==> src/rtl/uartx_pkg.sv <==
package uartx_pkg;
    localparam int DW   = 8;
    localparam int OSR  = 16;
    localparam int OSW  = $clog2(OSR);
    localparam int BITW = $clog2(DW);

    typedef enum logic [2:0] {
        TX_IDLE, TX_START, TX_DATA, TX_PAR, TX_STOP1, TX_STOP2
    } tx_state_e;

    typedef enum logic [2:0] {
        RX_IDLE, RX_START, RX_DATA, RX_PAR, RX_STOP1, RX_STOP2
    } rx_state_e;

    typedef struct packed {
        logic       txe;
        logic       rxe;
        logic       tx_stop2;
        logic       par_even;
        logic       par_en;
        logic [2:0] clk_sel;
    } ctl1_t;

    typedef struct packed {
        logic [1:0] nf_mode;
        logic       rx_stop2;
    } ctl2_t;
endpackage

==> src/rtl/uartx_baud.sv <==
module uartx_baud #(
    parameter int BASE_DIV = 13,
    parameter int ALT_DIV  = 96,
    parameter int EXT_CODE = 6,
    localparam int CW      = $clog2(BASE_DIV * 32 + ALT_DIV)
) (
    input  logic       clk,
    input  logic       rst_n,
    input  logic [2:0] sel,
    input  logic       ext_tick,
    output logic       tick
);
    logic [CW-1:0] cnt_q;
    logic [CW-1:0] div_c;
    logic          ext_c;
    logic          wrap_c;

    always_comb begin
        if (sel == 3'b111) div_c = CW'(ALT_DIV);
        else               div_c = CW'(BASE_DIV) << sel;
    end

    assign ext_c  = (sel == 3'(EXT_CODE));
    assign wrap_c = (cnt_q >= div_c - CW'(1));
    assign tick   = ext_c ? ext_tick : wrap_c;

    always_ff @(posedge clk or negedge rst_n) begin
        if (!rst_n)               cnt_q <= '0;
        else if (ext_c || wrap_c) cnt_q <= '0;
        else                      cnt_q <= cnt_q + CW'(1);
    end


    tick_spacing_chk: assert property (@(posedge clk) disable iff (!rst_n)
        (!ext_c && tick) |=> (!tick || sel == 3'(EXT_CODE)));
endmodule

==> src/rtl/uartx_rxfilt.sv <==
module uartx_rxfilt #(
    parameter int SYNC = 2,
    parameter int CW   = 7
) (
    input  logic       clk,
    input  logic       rst_n,
    input  logic [1:0] mode,
    input  logic       din,
    output logic       dout
);
    logic [SYNC-1:0] sync_q;
    logic [CW-1:0]   cnt_q;
    logic [CW-1:0]   lim_c;
    logic            s_c;

    assign s_c = sync_q[SYNC-1];

    always_comb begin
        if (mode == 2'b00) lim_c = '0;
        else               lim_c = CW'((1 << (int'(mode) + 4)) - 2);
    end

    always_ff @(posedge clk or negedge rst_n) begin
        if (!rst_n) begin
            sync_q <= '1;
            dout   <= 1'b1;
            cnt_q  <= '0;
        end else begin
            sync_q <= {sync_q[SYNC-2:0], din};
            if (mode == 2'b00) begin
                dout  <= s_c;
                cnt_q <= '0;
            end else if (s_c == dout) begin
                cnt_q <= '0;
            end else if (cnt_q == lim_c) begin
                dout  <= s_c;
                cnt_q <= '0;
            end else begin
                cnt_q <= cnt_q + CW'(1);
            end
        end
    end


    filt_hold_chk: assert property (@(posedge clk) disable iff (!rst_n)
        (mode != 2'b00 && $stable(mode) && cnt_q == '0 && $past(cnt_q) == '0) |-> $stable(dout));
endmodule

==> src/rtl/uartx_tx.sv <==
module uartx_tx
    import uartx_pkg::*;
(
    input  logic          clk,
    input  logic          rst_n,
    input  logic          tick,
    input  logic          txe,
    input  logic          stop2,
    input  logic          par_en,
    input  logic          par_even,
    input  logic          wr,
    input  logic [DW-1:0] wdata,
    output logic          txd,
    output logic          busy,
    output logic          done
);
    tx_state_e       state, nxt;
    logic [DW-1:0]   buf_q, shift_q;
    logic [OSW-1:0]  os_q;
    logic [BITW-1:0] bitn_q;
    logic            pend_q, par_q, pen_q, st2_q;
    logic            bit_end, start_c;

    assign bit_end = tick && (os_q == OSW'(OSR - 1));
    assign start_c = (state == TX_IDLE) && (nxt == TX_START);
    assign busy    = (state != TX_IDLE);

    always_ff @(posedge clk or negedge rst_n) begin
        if (!rst_n) state <= TX_IDLE;
        else        state <= nxt;
    end

    always_comb begin
        nxt = state;
        unique case (state)
            TX_IDLE:  if (txe && pend_q) nxt = TX_START;
            TX_START: if (bit_end) nxt = TX_DATA;
            TX_DATA:  if (bit_end && bitn_q == BITW'(DW - 1)) nxt = pen_q ? TX_PAR : TX_STOP1;
            TX_PAR:   if (bit_end) nxt = TX_STOP1;
            TX_STOP1: if (bit_end) nxt = st2_q ? TX_STOP2 : TX_IDLE;
            TX_STOP2: if (bit_end) nxt = TX_IDLE;
            default:  nxt = TX_IDLE;
        endcase
    end

    always_comb begin
        unique case (state)
            TX_START: txd = 1'b0;
            TX_DATA:  txd = shift_q[0];
            TX_PAR:   txd = par_q;
            default:  txd = 1'b1;
        endcase
    end

    always_ff @(posedge clk or negedge rst_n) begin
        if (!rst_n) begin
            buf_q   <= '0;
            shift_q <= '0;
            os_q    <= '0;
            bitn_q  <= '0;
            pend_q  <= 1'b0;
            par_q   <= 1'b0;
            pen_q   <= 1'b0;
            st2_q   <= 1'b0;
            done    <= 1'b0;
        end else begin
            if (wr && txe)    buf_q <= wdata;
            if (!txe)         pend_q <= 1'b0;
            else if (wr)      pend_q <= 1'b1;
            else if (start_c) pend_q <= 1'b0;

            if (state == TX_IDLE) os_q <= '0;
            else if (tick)        os_q <= os_q + OSW'(1);

            if (start_c) begin
                shift_q <= buf_q;
                par_q   <= par_even ? ^buf_q : ~^buf_q;
                pen_q   <= par_en;
                st2_q   <= stop2;
                bitn_q  <= '0;
            end else if (state == TX_DATA && bit_end) begin
                shift_q <= shift_q >> 1;
                bitn_q  <= bitn_q + BITW'(1);
            end

            done <= bit_end && ((state == TX_STOP1 && !st2_q) || state == TX_STOP2);
        end
    end


    tx_start_pend_chk: assert property (@(posedge clk) disable iff (!rst_n)
        $rose(busy) |-> $past(pend_q && txe));

    tx_done_pulse_chk: assert property (@(posedge clk) disable iff (!rst_n)
        done |=> !done);

    tx_end_done_chk: assert property (@(posedge clk) disable iff (!rst_n)
        $fell(busy) |-> done);
endmodule

==> src/rtl/uartx_rx.sv <==
module uartx_rx
    import uartx_pkg::*;
(
    input  logic          clk,
    input  logic          rst_n,
    input  logic          tick,
    input  logic          rxe,
    input  logic          stop2,
    input  logic          par_en,
    input  logic          par_even,
    input  logic          rxd,
    input  logic          rd,
    output logic [DW-1:0] data,
    output logic          full,
    output logic          pe,
    output logic          fe,
    output logic          ovr,
    output logic          done
);
    localparam int HALF = OSR / 2;

    rx_state_e       state, nxt;
    logic [DW-1:0]   shift_q;
    logic [OSW-1:0]  os_q;
    logic [BITW-1:0] bitn_q;
    logic            prev_q, pen_q, peven_q, st2_q, pbad_q, sbad_q;
    logic            bit_end, fall_c, fin_c, fe_c;

    assign fall_c  = prev_q && !rxd;
    assign bit_end = tick && (os_q == OSW'(OSR - 1));
    assign fin_c   = bit_end && ((state == RX_STOP1 && !st2_q) || state == RX_STOP2);
    assign fe_c    = (state == RX_STOP1) ? !rxd : (sbad_q || !rxd);

    always_ff @(posedge clk or negedge rst_n) begin
        if (!rst_n) state <= RX_IDLE;
        else        state <= nxt;
    end

    always_comb begin
        nxt = state;
        unique case (state)
            RX_IDLE:  if (rxe && fall_c) nxt = RX_START;
            RX_START: if (tick && os_q == OSW'(HALF - 1)) nxt = rxd ? RX_IDLE : RX_DATA;
            RX_DATA:  if (bit_end && bitn_q == BITW'(DW - 1)) nxt = pen_q ? RX_PAR : RX_STOP1;
            RX_PAR:   if (bit_end) nxt = RX_STOP1;
            RX_STOP1: if (bit_end) nxt = st2_q ? RX_STOP2 : RX_IDLE;
            RX_STOP2: if (bit_end) nxt = RX_IDLE;
            default:  nxt = RX_IDLE;
        endcase
    end

    always_ff @(posedge clk or negedge rst_n) begin
        if (!rst_n) begin
            prev_q  <= 1'b1;
            shift_q <= '0;
            os_q    <= '0;
            bitn_q  <= '0;
            pen_q   <= 1'b0;
            peven_q <= 1'b0;
            st2_q   <= 1'b0;
            pbad_q  <= 1'b0;
            sbad_q  <= 1'b0;
            data    <= '0;
            full    <= 1'b0;
            pe      <= 1'b0;
            fe      <= 1'b0;
            ovr     <= 1'b0;
            done    <= 1'b0;
        end else begin
            prev_q <= rxd;

            if (state == RX_IDLE)                         os_q <= '0;
            else if (state == RX_START && nxt == RX_DATA) os_q <= '0;
            else if (tick)                                os_q <= os_q + OSW'(1);

            if (state == RX_IDLE && nxt == RX_START) begin
                pen_q   <= par_en;
                peven_q <= par_even;
                st2_q   <= stop2;
                pbad_q  <= 1'b0;
                sbad_q  <= 1'b0;
                bitn_q  <= '0;
            end
            if (state == RX_DATA && bit_end) begin
                shift_q <= {rxd, shift_q[DW-1:1]};
                bitn_q  <= bitn_q + BITW'(1);
            end
            if (state == RX_PAR && bit_end)
                pbad_q <= rxd != (peven_q ? ^shift_q : ~^shift_q);
            if (state == RX_STOP1 && bit_end)
                sbad_q <= !rxd;

            done <= fin_c;
            if (fin_c) begin
                data <= shift_q;
                full <= 1'b1;
                pe   <= pen_q && pbad_q;
                fe   <= fe_c;
                if (full && !rd) ovr <= 1'b1;
                else if (rd)     ovr <= 1'b0;
            end else if (rd) begin
                full <= 1'b0;
                ovr  <= 1'b0;
            end
        end
    end


    rx_done_pulse_chk: assert property (@(posedge clk) disable iff (!rst_n)
        done |=> !done);

    rx_done_full_chk: assert property (@(posedge clk) disable iff (!rst_n)
        done |-> full);

    rx_ovr_full_chk: assert property (@(posedge clk) disable iff (!rst_n)
        $rose(ovr) |-> $past(full));
endmodule

==> src/rtl/uartx_core.sv <==
module uartx_core
    import uartx_pkg::*;
#(
    parameter int BASE_DIV = 13,
    parameter int ALT_DIV  = 96
) (
    input  logic          clk,
    input  logic          rst_n,
    input  logic          ctl1_we,
    input  logic          ctl2_we,
    input  logic [7:0]    ctl_wdata,
    input  logic          txbuf_we,
    input  logic [DW-1:0] txbuf_wdata,
    input  logic          ext_tick,
    input  logic          rxd,
    input  logic          rx_rd,
    output logic          txd,
    output logic [DW-1:0] rx_byte,
    output logic          rx_full,
    output logic          tx_busy,
    output logic          par_err,
    output logic          frm_err,
    output logic          ovr_err,
    output logic          tx_done_irq,
    output logic          rx_done_irq
);
    ctl1_t c1_q;
    ctl2_t c2_q;
    logic  tick, rxd_f;

    always_ff @(posedge clk or negedge rst_n) begin
        if (!rst_n) begin
            c1_q <= '0;
            c2_q <= '0;
        end else begin
            if (ctl1_we) begin
                c1_q.txe      <= ctl_wdata[7];
                c1_q.rxe      <= ctl_wdata[6];
                c1_q.tx_stop2 <= ctl_wdata[5];
                c1_q.par_even <= ctl_wdata[4];
                c1_q.par_en   <= ctl_wdata[3];
                if (!(c1_q.txe || c1_q.rxe)) c1_q.clk_sel <= ctl_wdata[2:0];
            end
            if (ctl2_we) c2_q <= ctl_wdata[2:0];
        end
    end

    uartx_baud #(.BASE_DIV(BASE_DIV), .ALT_DIV(ALT_DIV)) u_baud (
        .clk(clk), .rst_n(rst_n), .sel(c1_q.clk_sel), .ext_tick(ext_tick), .tick(tick)
    );

    uartx_rxfilt u_filt (
        .clk(clk), .rst_n(rst_n), .mode(c2_q.nf_mode), .din(rxd), .dout(rxd_f)
    );

    uartx_tx u_tx (
        .clk(clk), .rst_n(rst_n), .tick(tick), .txe(c1_q.txe), .stop2(c1_q.tx_stop2),
        .par_en(c1_q.par_en), .par_even(c1_q.par_even), .wr(txbuf_we), .wdata(txbuf_wdata),
        .txd(txd), .busy(tx_busy), .done(tx_done_irq)
    );

    uartx_rx u_rx (
        .clk(clk), .rst_n(rst_n), .tick(tick), .rxe(c1_q.rxe), .stop2(c2_q.rx_stop2),
        .par_en(c1_q.par_en), .par_even(c1_q.par_even), .rxd(rxd_f), .rd(rx_rd),
        .data(rx_byte), .full(rx_full), .pe(par_err), .fe(frm_err), .ovr(ovr_err),
        .done(rx_done_irq)
    );


    clk_lock_chk: assert property (@(posedge clk) disable iff (!rst_n)
        (ctl1_we && (c1_q.txe || c1_q.rxe)) |=> $stable(c1_q.clk_sel));
endmodule

==> config.mk <==
export PLATFORM = sky130hd
export DESIGN_NAME = uartx_core
export DESIGN_NICKNAME = d
export VERILOG_FILES = /design/src/rtl/uartx_pkg.sv /design/src/rtl/uartx_baud.sv /design/src/rtl/uartx_rxfilt.sv /design/src/rtl/uartx_tx.sv /design/src/rtl/uartx_rx.sv /design/src/rtl/uartx_core.sv
export SDC_FILE = /design/constraint.sdc
export NUM_CORES = 1
export LEC_CHECK = 0
export ABC_AREA = 1
export BUFFER_PORTS_ARGS = -buffer_cell sky130_fd_sc_hd__buf_2
export CORE_UTILIZATION = 54
export DETAILED_ROUTE_END_ITERATION = 8
export PLACE_DENSITY = 0.73
export SLEW_MARGIN = 10
export SYNTH_ARGS = -nofsm -noshare
export SYNTH_HDL_FRONTEND = slang
export SYNTH_SLANG_ARGS = --single-unit
==> constraint.sdc <==
create_clock -name clk -period 2.95 [get_ports clk]
set_clock_uncertainty 0.2 [all_clocks]
set_input_delay 0 -clock clk [delete_from_list [all_inputs] [get_ports clk]]
set_output_delay 0 -clock clk [all_outputs]
set_load 0.02 [all_outputs]
==> reports/summary.md <==
- required time of the critical path: 3.01 ns
- cell with the largest stage delay on the worst path: sky130_fd_sc_hd__dfrtp_1
- number of warning messages in the yosys log: 0
- initial detailed-routing violation count: 218
- number of cells on the worst reg-to-reg path: 17
- cell-by-cell listing of the critical path: inv_2 > buf_6 > ha_4 > nor2_4 > nor2_2 > nand3_2 > xor2_1 > ha_1 > nand2_2 > nor2_2 > o211ai_1 > nand3_4 > buf_6 > nand4_1 > nor2_1 > nor2_1 > nand2_1
- CTS tree: yes
- final instance count without filler cells: 811
- Peak VDD IR: 0.367 mV
- number of buffers between clock root and the deepest sink: 2
- fin worst setup slack: -0.141 ns
- gp weighted congestion: 0.855
- critical register-to-register path endpoint: u_rx.state[0]
- area fraction in and, or, nand and nor cells after synthesis: 24.0%
- Max Transition Viols Final: 0
- share of the clock period used by the worst path after layout: 105%
- TritonCTS sink count: 98
- Setup Viol. Count Final: 51
- number of antenna cells inserted: 0
- slack of the worst reg-to-reg path: -0.14 ns
- via count of the first global-routing pass: 4298
- RSZ-0062 raised after global routing: yes
- type of origin of the critical path: flip-flop
- Stages on worst setup path: 17
- Power, Total: 0.00391 W
- slew at the pin with the worst max-slew slack: 0.930 ns
- fraction of the mapped netlist area in compound gates: 7.77%
- wire length of the first global-routing pass: 19.5 mm
- All-Layer GR Usage: 25.2%
- effective utilization at floorplan: 57.0%
- Buffers on Ports: 39
- overflow left after global routing: 0
- cell area after technology mapping: 0.00507 sq mm
- number of buffers created by CTS: 9
- minimum period implied by the final worst setup slack: 3.09 ns
- count of maximum capacitance violations: 0
- Mapped Cells: 590
- class of the most critical hold timing path: in2async
- Lkg Pwr: 3.19 nW
- total number of H-tree levels: 3
- Routed Wire Length: 12.1 mm
- ports placed on the boundary: 40
- library cell used as clock root buffer: sky130_fd_sc_hd__clkbuf_8
- final-stage net count: 745
- HPWL after detailed placement: 7.22 mm
- number of antenna violations at the first check in global routing: 0
- Slew Limit Headroom: 38.0%
- number of detailed-routing iterations run before antenna repair: 5
- Area growth syn-to-layout: 30.0%
- FP Rows: 34
- share of the yosys chip area belonging to registers: 48.5%
- failing checks: setup timing
- die span in x: 98.9 um
- result of the run: finished with violations
- pin count of the biggest net entering global routing: 57
- buffer and inverter count on the worst path: 3
- total count of hold-check failures in the final report: 0
- mux contribution to synthesized area: 2.00%
- Post-Synth XOR/XNOR Area: 5.01%
- arrival time of data at the critical path endpoint: 3.15 ns
- post-synth net total: 637
- combinational family with the most area after synthesis: simple AND/OR/NAND/NOR gates
- synthesis-stage register bit count: 98
- number of design rule violations left after detail routing: 0
- start-to-end type of the worst setup path: reg2reg
- Total Die Area: 0.00978 sq mm
- endpoint class of the critical path: flip-flop
- total power divided by cell area: 593 mW/mm^2
- maximum frequency from static timing analysis: 0.324 GHz
- per-cell routed wire length: 14.9 um
- maximum fanout count along the critical path: 7
- y dimension of the die: 98.9 um
- startpoint of the worst register-to-register path: c1_q[0]
- Skew-Pair Late Insertion Delay: 0.37 ns
- top cell family by delay on the critical path: simple AND/OR/NAND/NOR gates
- layout cell share with drive strength beyond 1: 26.9%
- share of synthesized cell area in full adder, half adder and majority cells: 5.68%
- Std-Cell Core Area: 0.00889 sq mm
- Antenna Violating Nets Remaining: 0
- highest cell delay on the worst timing path: 0.44 ns
- routed vias: 4315
- Placed Cells: 747
- post-CTS clock slew at the launch and capture registers of the worst setup and hold paths: 0.10 ns
- Synth cell types: 39
- via count normalized by instance count: 5.32
- Mean Syn Cell Area: 8.59 sq um
==> per-layer routing <==
metal  global-route usage, %  share of wire [%]  up-vias
met1                    31.7                 42     2087
li1                        -                  -     2114
met3                    5.04                3.9       16
met5                       0                  0        -
met4                    9.18                1.6        0
met2                    43.1                 53       98
==> cell type report <==
cell class	instances	area (sq um)
clock buffer	9	124
clock inverter	7	57.6
fill	605	2300
inverter	72	285
multi-input combinational	412	2660
sequential	98	2460
tap	108	135
timing repair buffer	105	872
==> report_power, final <==
part           switching [W]  total, W  internal, W  leakage (nW)
combinational       0.000743   0.00137     0.000630          1.87
clock               0.000517  0.000837     0.000320        0.0886
sequential          0.000180   0.00170      0.00152          1.23
==> how the worst max path moves through the flow <==
stage,slack (ns),start,endpoint
6_report,-0.14,c1_q[0],u_rx.state[0]
4_1_cts,-0.02,c1_q[0],u_rx.shift_q[1]
3_3_place_gp,-0.08,c1_q[0],u_rx.state[0]
3_5_place_dp,-0.26,c1_q[0],u_rx.state[0]
2_1_floorplan,0.05,c1_q[0],u_rx.bitn_q[0]
5_1_grt,-0.30,c1_q[0],u_rx.state[0]
==> flip-flops by register name, indices dropped and copies added, names as in the netlist, 4 cells and up <==
register / flops
c1_q: 8
u_baud.cnt_q: 9
u_filt.cnt_q: 7
u_rx.data: 8
u_rx.os_q: 4
u_rx.shift_q: 8
u_tx.buf_q: 8
u_tx.os_q: 4
u_tx.shift_q: 8
==> what timing repair did <==
action	CTS	global route
resized for setup	32	82
setup buffers	6	4
hold buffers	34	0
hold endpoints to repair	78	0
cloned	2	3
pin swaps	15	15
endpoints found under the setup margin	55	59
==> logic make-up after synthesis <==
kind of cell / count (synthesis)
adders and majority gates: 23
DFF: 98
buffers and inverters: 83
AOI/OAI and AO/OA: 75
xor gates and xnor gates: 29
and+or+nand+nor: 273
muxes: 9
==> layout by cell type, fill, tap and decap left out, types with 10 or more instances in the layout <==
master | netlist | layout
sky130_fd_sc_hd__ha_1 | 23 | 17
sky130_fd_sc_hd__o21ai_0 | 35 | 20
sky130_fd_sc_hd__xnor2_1 | 14 | 14
sky130_fd_sc_hd__nand2_1 | 148 | 132
sky130_fd_sc_hd__nand2_2 | 1 | 15
sky130_fd_sc_hd__buf_4 | 1 | 22
sky130_fd_sc_hd__nand3_1 | 30 | 19
sky130_fd_sc_hd__nand4_1 | 11 | 11
sky130_fd_sc_hd__nor3_1 | 11 | 10
sky130_fd_sc_hd__xor2_1 | 15 | 14
sky130_fd_sc_hd__nor2_1 | 52 | 44
sky130_fd_sc_hd__inv_1 | 67 | 62
sky130_fd_sc_hd__dfrtp_1 | 94 | 92
sky130_fd_sc_hd__o21ai_1 | 11 | 17
sky130_fd_sc_hd__dlygate4sd3_1 | 0 | 34
sky130_fd_sc_hd__buf_2 | 2 | 38
sky130_fd_sc_hd__a21oi_1 | 20 | 19
==> cell usage after synthesis <==
master / n / area (sq um)
sky130_fd_sc_hd__o31ai_1: 2 / 15.0
sky130_fd_sc_hd__nor4_1: 1 / 6.26
sky130_fd_sc_hd__nor2_2: 2 / 12.5
sky130_fd_sc_hd__nand3_1: 30 / 150
sky130_fd_sc_hd__nand3b_1: 2 / 15.0
sky130_fd_sc_hd__nor2_4: 2 / 22.5
sky130_fd_sc_hd__nor3_4: 1 / 16.3
sky130_fd_sc_hd__nand2_4: 1 / 11.3
sky130_fd_sc_hd__mux2_2: 9 / 101
sky130_fd_sc_hd__inv_4: 1 / 6.26
sky130_fd_sc_hd__or2_1: 2 / 12.5
sky130_fd_sc_hd__nand4_1: 11 / 68.8
sky130_fd_sc_hd__o21bai_1: 1 / 7.51
sky130_fd_sc_hd__buf_2: 2 / 10.0
sky130_fd_sc_hd__xor2_1: 15 / 131
sky130_fd_sc_hd__buf_4: 1 / 7.51
sky130_fd_sc_hd__nand3_2: 2 / 20.0
sky130_fd_sc_hd__o22ai_1: 3 / 18.8
sky130_fd_sc_hd__nand2_2: 1 / 6.26
sky130_fd_sc_hd__ha_1: 23 / 288
sky130_fd_sc_hd__nor3_1: 11 / 55.1
sky130_fd_sc_hd__dfstp_2: 4 / 105
sky130_fd_sc_hd__a21boi_1: 2 / 15.0
sky130_fd_sc_hd__a21oi_1: 20 / 100
sky130_fd_sc_hd__inv_2: 4 / 15.0
sky130_fd_sc_hd__dfrtp_1: 94 / 2350
sky130_fd_sc_hd__o21ai_0: 35 / 175
sky130_fd_sc_hd__inv_1: 67 / 251
sky130_fd_sc_hd__nor3b_1: 3 / 22.5
sky130_fd_sc_hd__o211ai_1: 1 / 7.51
sky130_fd_sc_hd__nand2_1: 148 / 556
sky130_fd_sc_hd__o21ai_1: 11 / 55.1
sky130_fd_sc_hd__buf_6: 5 / 56.3
sky130_fd_sc_hd__clkbuf_1: 3 / 11.3
sky130_fd_sc_hd__nor2_1: 52 / 195
sky130_fd_sc_hd__nand3_4: 2 / 35.0
sky130_fd_sc_hd__and3_1: 1 / 6.26
sky130_fd_sc_hd__xnor2_1: 14 / 123
sky130_fd_sc_hd__or2_2: 1 / 6.26
==> stage by stage <==
| step | hold WS [ns] | area [sq um] | util, % | setup slack (ns) | TNS, ns |
|---|---|---|---|---|---|
| 6_report | 0.0251 | 6590 | 74.1 | -0.141 | -3.47 |
| 5_1_grt | 0.0466 | 6590 | 74.1 | -0.296 | -12.82 |
| 4_1_cts | 0.0590 | 6250 | 70.3 | -0.0242 | -0.158 |
| 3_5_place_dp | -0.0924 | 5510 | 62.0 | -0.259 | -9.56 |
| 3_3_place_gp | -0.105 | 5510 | 62.0 | -0.0763 | -0.707 |
| 2_1_floorplan | -0.496 | 5070 | - | 0.0473 | 0 |
No activity file was read; power rests on OpenSTA's default activity.
